### config.mk
export PLATFORM = sky130hd
export DESIGN_NAME = spi_chain_slave
export DESIGN_NICKNAME = d
export VERILOG_FILES = /design/src/rtl/spi_chain_pkg.sv /design/src/rtl/spi_in_sync.sv /design/src/rtl/spi_frame_ctl.sv /design/src/rtl/spi_reg_bank.sv /design/src/rtl/spi_chain_slave.sv
export SDC_FILE = /design/constraint.sdc
export NUM_CORES = 1
export LEC_CHECK = 0
export CAP_MARGIN = 40
export CELL_PAD_IN_SITES_DETAIL_PLACEMENT = 1
export CELL_PAD_IN_SITES_GLOBAL_PLACEMENT = 2
export CORE_UTILIZATION = 40
export DETAILED_ROUTE_END_ITERATION = 10
export HOLD_SLACK_MARGIN = 0.03
export PLACE_DENSITY_LB_ADDON = 0.1
export SLEW_MARGIN = 5
export SYNTH_ARGS = -nofsm -noshare
export SYNTH_HDL_FRONTEND = slang
export SYNTH_SLANG_ARGS = --single-unit
### constraint.sdc
create_clock -name clk_i -period 6.2 [get_ports clk_i]
set_input_delay 1.24 -clock clk_i [delete_from_list [all_inputs] [get_ports clk_i]]
set_output_delay 1.24 -clock clk_i [all_outputs]
set_load 0.005 [all_outputs]
### src/rtl/spi_chain_pkg.sv
package spi_chain_pkg;
  localparam int BYTE_W = 8;
  localparam int ID_W   = 4;

  typedef enum logic [1:0] {
    ST_CTRL,
    ST_ADDR,
    ST_DATA,
    ST_LOST
  } pkt_stage_e;
endpackage

### src/rtl/spi_in_sync.sv
module spi_in_sync #(
  parameter int SYNC_STAGES = 2
) (
  input  logic clk_i,
  input  logic rst_ni,
  input  logic sclk_i,
  input  logic nss_i,
  input  logic mosi_i,
  output logic sclk_rise_o,
  output logic sclk_fall_o,
  output logic nss_lvl_o,
  output logic nss_rise_o,
  output logic nss_fall_o,
  output logic mosi_lvl_o
);
  localparam int LVL = SYNC_STAGES - 1;

  logic [SYNC_STAGES:0]   sclk_sh, nss_sh;
  logic [SYNC_STAGES-1:0] mosi_sh;

  always_ff @(posedge clk_i or negedge rst_ni) begin
    if (!rst_ni) begin
      sclk_sh <= '0;
      nss_sh  <= '1;
      mosi_sh <= '0;
    end else begin
      sclk_sh <= {sclk_sh[SYNC_STAGES-1:0], sclk_i};
      nss_sh  <= {nss_sh[SYNC_STAGES-1:0], nss_i};
      mosi_sh <= {mosi_sh[SYNC_STAGES-2:0], mosi_i};
    end
  end

  assign sclk_rise_o = sclk_sh[LVL] & ~sclk_sh[SYNC_STAGES];
  assign sclk_fall_o = ~sclk_sh[LVL] & sclk_sh[SYNC_STAGES];
  assign nss_lvl_o   = nss_sh[LVL];
  assign nss_rise_o  = nss_sh[LVL] & ~nss_sh[SYNC_STAGES];
  assign nss_fall_o  = ~nss_sh[LVL] & nss_sh[SYNC_STAGES];
  assign mosi_lvl_o  = mosi_sh[LVL];
endmodule

### src/rtl/spi_frame_ctl.sv
module spi_frame_ctl
  import spi_chain_pkg::*;
(
  input  logic              clk_i,
  input  logic              rst_ni,
  input  logic              sclk_rise_i,
  input  logic              nss_lvl_i,
  input  logic              nss_rise_i,
  input  logic              nss_fall_i,
  input  logic              mosi_lvl_i,
  output logic [BYTE_W-1:0] byte_o,
  output logic [BYTE_W-1:0] addr_o,
  output logic              wr_commit_o,
  output logic              rd_load_o,
  output logic              rd_active_o,
  output logic              thru_o
);
  localparam int CNT_W   = $clog2(BYTE_W + 2);
  localparam int CNT_MAX = BYTE_W + 1;

  pkt_stage_e        stage_q;
  logic [CNT_W-1:0]  bit_cnt_q;
  logic [BYTE_W-1:0] shreg_q;
  logic              bcast_q, rd_q, borrow_q;
  logic [ID_W-1:0]   id_q;
  logic              resync, capture, byte_ok, id_zone, selected;

  assign resync   = sclk_rise_i & nss_lvl_i;
  assign capture  = sclk_rise_i & ~nss_lvl_i;
  assign byte_ok  = (bit_cnt_q == CNT_W'(BYTE_W));
  // id field occupies the last ID_W bits of the control byte
  assign id_zone  = (stage_q == ST_CTRL) && (bit_cnt_q >= CNT_W'(BYTE_W - ID_W))
                    && (bit_cnt_q < CNT_W'(BYTE_W));
  assign selected = (id_q == '0) | (bcast_q & ~rd_q);

  always_ff @(posedge clk_i or negedge rst_ni) begin
    if (!rst_ni) begin
      stage_q   <= ST_CTRL;
      bit_cnt_q <= '0;
      shreg_q   <= '0;
      bcast_q   <= 1'b0;
      rd_q      <= 1'b0;
      id_q      <= '0;
      addr_o    <= '0;
      borrow_q  <= 1'b1;
    end else if (resync) begin
      stage_q   <= ST_CTRL;
      bit_cnt_q <= '0;
    end else begin
      if (nss_fall_i) begin
        bit_cnt_q <= '0;
        borrow_q  <= 1'b1;
      end else if (capture) begin
        shreg_q <= {shreg_q[BYTE_W-2:0], mosi_lvl_i};
        if (bit_cnt_q != CNT_W'(CNT_MAX)) bit_cnt_q <= bit_cnt_q + 1'b1;
        if (id_zone) borrow_q <= borrow_q & ~mosi_lvl_i;
      end
      if (nss_rise_i) begin
        unique case (stage_q)
          ST_CTRL: if (byte_ok) begin
            stage_q <= ST_ADDR;
            bcast_q <= shreg_q[7];
            rd_q    <= shreg_q[6];
            id_q    <= {shreg_q[0], shreg_q[1], shreg_q[2], shreg_q[3]};
          end else stage_q <= ST_LOST;
          ST_ADDR: if (byte_ok) begin
            stage_q <= ST_DATA;
            addr_o  <= shreg_q;
          end else stage_q <= ST_LOST;
          ST_DATA: stage_q <= byte_ok ? ST_CTRL : ST_LOST;
          ST_LOST: stage_q <= ST_LOST;
        endcase
      end
    end
  end

  assign byte_o      = shreg_q;
  assign wr_commit_o = nss_rise_i && (stage_q == ST_DATA) && byte_ok && !rd_q && selected && !resync;
  assign rd_load_o   = nss_rise_i && (stage_q == ST_ADDR) && byte_ok;
  assign rd_active_o = (stage_q == ST_DATA) && !nss_lvl_i && rd_q && (id_q == '0);
  assign thru_o      = mosi_lvl_i ^ (id_zone & borrow_q);

  assert_resync_R8: assert property (@(posedge clk_i) disable iff (!rst_ni)
    resync |=> (stage_q == ST_CTRL));
  assert_commit_after_low_R11: assert property (@(posedge clk_i) disable iff (!rst_ni)
    wr_commit_o |-> $past(!nss_lvl_i));
  assert_no_overrun_commit_R10: assert property (@(posedge clk_i) disable iff (!rst_ni)
    (nss_rise_i && bit_cnt_q > CNT_W'(BYTE_W)) |-> !wr_commit_o);
  assert_lost_sticky_R9: assert property (@(posedge clk_i) disable iff (!rst_ni)
    (stage_q == ST_LOST && !resync) |=> (stage_q == ST_LOST));
endmodule

### src/rtl/spi_reg_bank.sv
module spi_reg_bank
  import spi_chain_pkg::*;
#(
  parameter int NUM_CH = 8
) (
  input  logic                clk_i,
  input  logic                rst_ni,
  input  logic [NUM_CH-1:0]   status_i,
  input  logic                wr_commit_i,
  input  logic [BYTE_W-1:0]   wr_addr_i,
  input  logic [BYTE_W-1:0]   byte_i,
  input  logic                rd_load_i,
  input  logic                shift_i,
  output logic [2*NUM_CH-1:0] mode_o,
  output logic [2*NUM_CH-1:0] delay_o,
  output logic                tx_bit_o
);
  localparam int FIELD_BYTES = (2 * NUM_CH) / BYTE_W;
  localparam int NREG        = 2 * FIELD_BYTES;

  logic [BYTE_W-1:0] cfg_w [NREG];
  logic [BYTE_W-1:0] rd_val, tx_q;

  for (genvar i = 0; i < NREG; i++) begin : g_reg
    localparam logic [BYTE_W-1:0] MY_ADDR = BYTE_W'(i + 1);
    logic [BYTE_W-1:0] q;
    always_ff @(posedge clk_i or negedge rst_ni) begin
      if (!rst_ni)                                q <= '0;
      else if (wr_commit_i && wr_addr_i == MY_ADDR) q <= byte_i;
    end
    assign cfg_w[i] = q;
  end

  for (genvar b = 0; b < FIELD_BYTES; b++) begin : g_out
    assign mode_o[BYTE_W*b +: BYTE_W]  = cfg_w[b];
    assign delay_o[BYTE_W*b +: BYTE_W] = cfg_w[FIELD_BYTES + b];
  end

  always_comb begin
    rd_val = '0;
    if (byte_i == '0) rd_val = BYTE_W'(status_i);
    for (int i = 0; i < NREG; i++)
      if (byte_i == BYTE_W'(i + 1)) rd_val = cfg_w[i];
  end

  always_ff @(posedge clk_i or negedge rst_ni) begin
    if (!rst_ni)        tx_q <= '0;
    else if (rd_load_i) tx_q <= rd_val;
    else if (shift_i)   tx_q <= {tx_q[BYTE_W-2:0], 1'b0};
  end
  assign tx_bit_o = tx_q[BYTE_W-1];

  assert_mode_needs_write_R6: assert property (@(posedge clk_i) disable iff (!rst_ni)
    !$stable(mode_o) |-> $past(wr_commit_i && wr_addr_i >= 1 && wr_addr_i <= FIELD_BYTES));
  assert_delay_needs_write_R6: assert property (@(posedge clk_i) disable iff (!rst_ni)
    !$stable(delay_o) |-> $past(wr_commit_i && wr_addr_i > FIELD_BYTES && wr_addr_i <= NREG));
endmodule

### src/rtl/spi_chain_slave.sv
module spi_chain_slave
  import spi_chain_pkg::*;
#(
  parameter int NUM_CH      = 8,
  parameter int SYNC_STAGES = 2
) (
  input  logic                clk_i,
  input  logic                rst_ni,
  input  logic                sclk_i,
  input  logic                nss_i,
  input  logic                mosi_i,
  input  logic [NUM_CH-1:0]   status_i,
  output logic                miso_o,
  output logic                miso_oe_o,
  output logic                sdi_thru_o,
  output logic [2*NUM_CH-1:0] filt_mode_o,
  output logic [2*NUM_CH-1:0] filt_delay_o
);
  logic sclk_rise, sclk_fall, nss_lvl, nss_rise, nss_fall, mosi_lvl;
  logic wr_commit, rd_load, rd_active, tx_bit;
  logic [BYTE_W-1:0] byte_w, addr_w;

  spi_in_sync #(.SYNC_STAGES(SYNC_STAGES)) u_sync (
    .clk_i, .rst_ni, .sclk_i, .nss_i, .mosi_i,
    .sclk_rise_o(sclk_rise), .sclk_fall_o(sclk_fall),
    .nss_lvl_o(nss_lvl), .nss_rise_o(nss_rise), .nss_fall_o(nss_fall),
    .mosi_lvl_o(mosi_lvl)
  );

  spi_frame_ctl u_frame (
    .clk_i, .rst_ni,
    .sclk_rise_i(sclk_rise), .nss_lvl_i(nss_lvl), .nss_rise_i(nss_rise),
    .nss_fall_i(nss_fall), .mosi_lvl_i(mosi_lvl),
    .byte_o(byte_w), .addr_o(addr_w), .wr_commit_o(wr_commit),
    .rd_load_o(rd_load), .rd_active_o(rd_active), .thru_o(sdi_thru_o)
  );

  spi_reg_bank #(.NUM_CH(NUM_CH)) u_regs (
    .clk_i, .rst_ni, .status_i,
    .wr_commit_i(wr_commit), .wr_addr_i(addr_w), .byte_i(byte_w),
    .rd_load_i(rd_load), .shift_i(sclk_fall & rd_active),
    .mode_o(filt_mode_o), .delay_o(filt_delay_o), .tx_bit_o(tx_bit)
  );

  assign miso_oe_o = rd_active;
  assign miso_o    = rd_active & tx_bit;

  assert_oe_idle_R4: assert property (@(posedge clk_i) disable iff (!rst_ni)
    nss_lvl |-> !miso_oe_o);
endmodule

# Yosys cells after proc, flatten, opt, wreduce, memory -nomap -nowiden
# Cells that the tools add are included.
# totals
wordCells	106
ff_bits	77
in_bits	13
out_inout_bits	35
# classes
addsub	1
n_mux	20
reduce_logical	33
magnitude_cmp	2
n_eq_ne	13
bitwise_logic	21
# ops
operator	count
two-way mux 8 bit	7
equality test 8 x 2 -> 1 bit, second input constant	4
equality test 8 x 1 -> 1 bit, second input constant	2
equality test 8 x 3 -> 1 bit, second input constant	2
logical AND 1 bit	16
two-way mux 4 bit	4
bitwise AND 1 bit	11
logical NOT 8 bit	1
two-way mux 2 bit	4
inverter 1 bit	8
case mux 2 bit (4 select lines)	1
AND reduction 4 bit	2
nonzero test 2 bit	4
AND reduction 3 bit	2
nonzero test 3 bit	2
adder 4 x 1 -> 4 bit, second input constant	1
equality test 2 bit, second input constant	2
equality test 4 bit, second input constant	1
greater-or-equal comparator 4 x 3 -> 1 bit, second input constant	1
logical NOT 4 bit	1
< comparator 4 bit, second input constant	1
two-way mux 1 bit	4
inequality test 4 bit, second input constant	1
logical NOT 1 bit	3
5 further kinds	5

# Logic depth before layout (Yosys ltp)
# depth
ltp_word	8
depth_mapped	7
depth_no_buf	6

# Hierarchy
# Synthesis repeated with hierarchy kept, for this count alone.
# unflattened
hier_cells	291
area_unflattened_um2	3628.5
# modules_own_cells
module	cells_per_inst	n_inst	area_per_inst_um2
spi_reg_bank	176	1	2019.4
spi_frame_ctl	101	1	1357.6
spi_in_sync	12	1	239.0
spi_chain_slave	2	1	12.5

# Worst setup path before layout
# Ideal clock, no wire load.
# synth_timing
path_type	register -> output
from	reg u_sync.nss_sh[1]
to	out miso_o
arrival_ns	1.287
path_buffers	1
t_required_ns	4.960
path_stages_with_launch	5
path_slack_ns	3.673
cell_sequence	dfstp_2 buf_2 or4bb_1 nor2_1 and2_1
# synth_via
elab_chain_cells	5
# synth_lines
item	line	text
start: declaration	spi_in_sync.sv:18	logic [SYNC_STAGES:0] sclk_sh, nss_sh;
start signal: assignment	spi_in_sync.sv:28	nss_sh <= {nss_sh[SYNC_STAGES-1:0], nss_i};
logical NOT 1 bit	spi_frame_ctl.sv:80	assign rd_active_o = (stage_q == ST_DATA) && !nss_lvl_i && rd_q && (id_q == '0);
logical AND 1 bit (3 in a row)	spi_frame_ctl.sv:80	
net miso_oe_o	spi_chain_slave.sv:14	output logic miso_oe_o,
bitwise AND 1 bit	spi_chain_slave.sv:46	assign miso_o = rd_active & tx_bit;
end: declaration	spi_chain_slave.sv:13	output logic miso_o,
# The timed path passes the listed nets, and every way through them passes these cells.

# Final worst setup path
# layout_timing
from	reg u_frame.stage_q[0]
to	out miso_o
# layout_via
elab_chain_cells	5
# layout_lines
item	line	text
start: declaration	spi_frame_ctl.sv:21	pkt_stage_e stage_q;
start signal: assignment	spi_frame_ctl.sv:70	ST_DATA: stage_q <= byte_ok ? ST_CTRL : ST_LOST;
equality test 2 bit	spi_frame_ctl.sv:80	
logical AND 1 bit (3 in a row)	spi_frame_ctl.sv:80	
bitwise AND 1 bit	spi_chain_slave.sv:46	
# Every way passes these cells.

==> run_results.csv <==
group,metric,value,unit
status,status,"finished, violations left",
status,violations,"design-rule violations",
placed_design,gpl.final_weighted_congestion,0.785,
sta,slew_viol_final,0,
global_route,grt_overflow_total,0,
synthesis,synth_ff_type,"dfrtp_1",
placed_design,hpwl,6.22,mm
routing,dr.max_layer_used,"met4",
cells_and_area,n_fill_cell,907,
clock_tree,cts_tree,"done",
setup_path,crit_fanout,8,
routing,via_per_inst,5.61,
routing,firstDrtPassIters,7,
synthesis,syn_area,3670,µm²
clock_tree,cts_hold_buf,0,
hold_path,hold_path_class,"flip-flop to flip-flop",
routing,drc_errors,2,
pwr,p_total,1.18,mW
synthesis,synth_top_area_cell,"dfrtp_1",
global_route,grt_usage,21.3,%
die,die_area,9570,µm²
pwr,clkPwrFrac,35.7,%
cells_and_area,diodes,0,
cells_and_area,syn2layout_area_growth,22.4,%
synthesis,ys_ff_latch,77,
global_route,antenna_found_initial,0,
routing,wl_met3,222,µm
synthesis,synthTopCellsByCount,"dfrtp_1 (73), mux2_2 (44), nand2_1 (14)",
clock_tree,cts_resized,0,
cells_and_area,fin_nets,357,
clock_tree,clockRootBuffer,"clkbuf_8",
clock_tree,clock_sinks,77,
setup_path,crit_arrival,2.13,ns
pwr,seqPwrFrac,48.3,%
placed_design,pre_cts_slack,3.20,ns
routing,ant_nets,0,
clock_tree,clock_latency,0.36,ns
global_route,first_global_vias,2787,
sta,tightest_slew,0.894,ns
pwr,intPower,834,µW
synthesis,yosys-top-cells-area,"dfrtp_1 (50%), mux2_2 (13%), mux2_4 (3.3%), mux2i_1 (3.0%), dfstp_2 (2.9%)",
sta,hold_ws,0.359,ns
clock_tree,cts.htree.levels,3,
synthesis,synthArstFlopShare,100,%
routing,routedWlPerCell,20.1,µm
die,die_h,97.8,µm
pwr,power.switching,347,µW
die,io-pin-count,48,
setup_path,endpoint_kind,"output pin",
routing,via_count,2549,
sta,hold_viol,0,
routing,wl_met2,4.35,mm
synthesis,yosysSeqAreaShare,52.6,%
synthesis,synth_fp_nets,311,
sta,setup-tns-final,0,ns
clock_tree,clk_pin_slew,0.08,ns
pwr,p_comb_share,16.0,%
die,rows,34,
pwr,powerDensity,263,nW/µm²
sta,min_period_over_period,54.4,%
job,max_cap_viol_count,0,
synthesis,syn_inst,295,
synthesis,synth_edf_count,0,
setup_path,critPathKind,"flip-flop to output pin",
pwr,irDropWorstVdd,0.000141,V
die,start_util,41.7,%
cells_and_area,layout-drive-gt1-share,24.0,%
sta,slew_headroom,40.4,%
die,core,8810,µm²
sta,rsz0062_at_grt,"false",
die,fp.dieW,97.8,µm
pwr,p_leak,2.02,nW
pwr,swShare,29.4,%
sta,finClkSkew,0.0105,ns
setup_path,start_kind,"flip-flop",
global_route,grt_pass1_wl,15.5,mm
sta,setup_viol,0,
sta,fin_ws,2.83,ns
sta,clock.fmax,297,MHz
setup_path,crit_required,4.96,ns
synthesis,synth_most_common_cell,"dfrtp_1",
clock_tree,cts_made_buffers,9,
clock_tree,cts_setup_buffers,0,
synthesis,synth_cell_type_count,56,
clock_tree,clk_path_buf_depth,2,
synthesis,synth_top_area_share,49.7,%
global_route,grt_start_max_net_pins,50,
placed_design,portBuffers,47,
routing,wl_met1,4.46,mm
sta,period_minus_slack,3.37,ns
routing,wirelength,9.11,mm
routing,drt_iter0_markers,69,
synthesis,yosysWarnings,0,
synthesis,syn_area_per_cell,12.4,µm²
sequential cells by signal, indices dropped and copies added, names as in the netlist, 2 cells and up:
| name | cells |
|---|---|
| u_frame.byte_o | 8 |
| u_regs.g.q | 32 |
| u_sync.sclk_sh | 3 |
| u_frame.bit_cnt_q | 4 |
| u_regs.tx_q | 8 |
| u_sync.mosi_sh | 2 |
| u_sync.nss_sh | 3 |
| u_frame.id_q | 4 |
| u_frame.stage_q | 2 |
| u_frame.addr_o | 8 |
power by group through the flow:
stage               Combinational [mW]  Sequential (mW)  Clock, mW
floorplan                        0.143            0.542          0
global placement                 0.155            0.596          0
detailed placement               0.189            0.581          0
CTS                              0.189            0.572      0.438
global route                     0.207            0.577      0.454
finish                           0.189            0.571      0.422
layout by cell type, fill, tap and decap left out, drive strengths merged, types with 3 or more instances in the layout:
| cell type | netlist | layout |
|---|---|---|
| or4bb | 4 | 4 |
| nand4b | 3 | 3 |
| nand2b | 5 | 5 |
| a2bb2oi | 3 | 3 |
| mux2i | 11 | 11 |
| clkdlybuf4s50 | 0 | 46 |
| o32ai | 3 | 3 |
| o22ai | 4 | 4 |
| buf | 7 | 7 |
| dfstp | 4 | 4 |
| nor3b | 5 | 5 |
| nand4 | 5 | 5 |
| clkbuf | 11 | 11 |
| nor2 | 12 | 12 |
| dfrtp | 73 | 73 |
| nor4 | 4 | 4 |
| mux2 | 52 | 52 |
| a21oi | 6 | 6 |
| inv | 10 | 11 |
| o21ai | 9 | 9 |
| or4 | 4 | 4 |
| a211oi | 5 | 5 |
| nand2 | 14 | 14 |
| ha | 3 | 3 |
layout make-up:
| type | instances | area [µm²] | share of cell area (%) |
|---|---|---|---|
| inverter | 10 | 37.5 | 0.835 |
| clock inverter | 5 | 85.1 | 1.89 |
| timing repair buffer | 53 | 553 | 12.3 |
| multi-input combinational | 190 | 1620 | 36.0 |
| sequential | 77 | 1930 | 43.0 |
| clock buffer | 11 | 131 | 2.92 |
| tap | 108 | 135 | 3.01 |
worst max-delay path, stage by stage (launching register included):
cell and delay (ns):
dfrtp_1 0.45, or4bb_1 0.55, nor2_1 0.15, and2_1 0.14
clkdlybuf4s50_1 0.49
metal layers:
metal | global-route usage [%] | up-vias
met5 | 0 | -
li1 | - | 1175
met3 | 6.23 | 6
met1 | 29.2 | 1336
met2 | 33.2 | 32
met4 | 5.36 | 0
metrics by stage:
step	instances	cell area (µm²)	util, %
finish	454	4490	51.0
global placement	435	4210	47.9
global route	454	4490	51.0
CTS	454	4490	51.0
floorplan	295	3670	-
detailed placement	438	4280	48.6
path summary, 6_finish.rpt:
| kind | start | endpoint | slack (ns) | cells after the start |
|---|---|---|---|---|
| max in group asynchronous | rst_ni | u_frame.borrow_q | 4.77 | 2 |
| worst min-delay path | u_sync.nss_sh[0] | u_sync.nss_sh[1] | 0.36 | 0 |
| min in group asynchronous | rst_ni | u_frame.bit_cnt_q[1] | 0.81 | 1 |
| worst max-delay path | u_frame.stage_q[0] | miso_o | 2.83 | 4 |
| worst max register to register | u_frame.rd_q | u_regs.g_reg[1].q[3] | 3.60 | 4 |
| worst min register to register | u_sync.nss_sh[0] | u_sync.nss_sh[1] | 0.36 | 0 |
cells by family (layout without fill, tap and decap cells):
group,Yosys count,count (layout),synth area share (%)
simple gates,76,76,13.6
compound gates,44,44,8.38
fa+ha+maj,3,3,1.02
buf+inv,28,79,3.31
mux,64,64,20.4
xor+xnor,3,3,0.716
flops,77,77,52.6
Power figures use the tool's default switching activity.
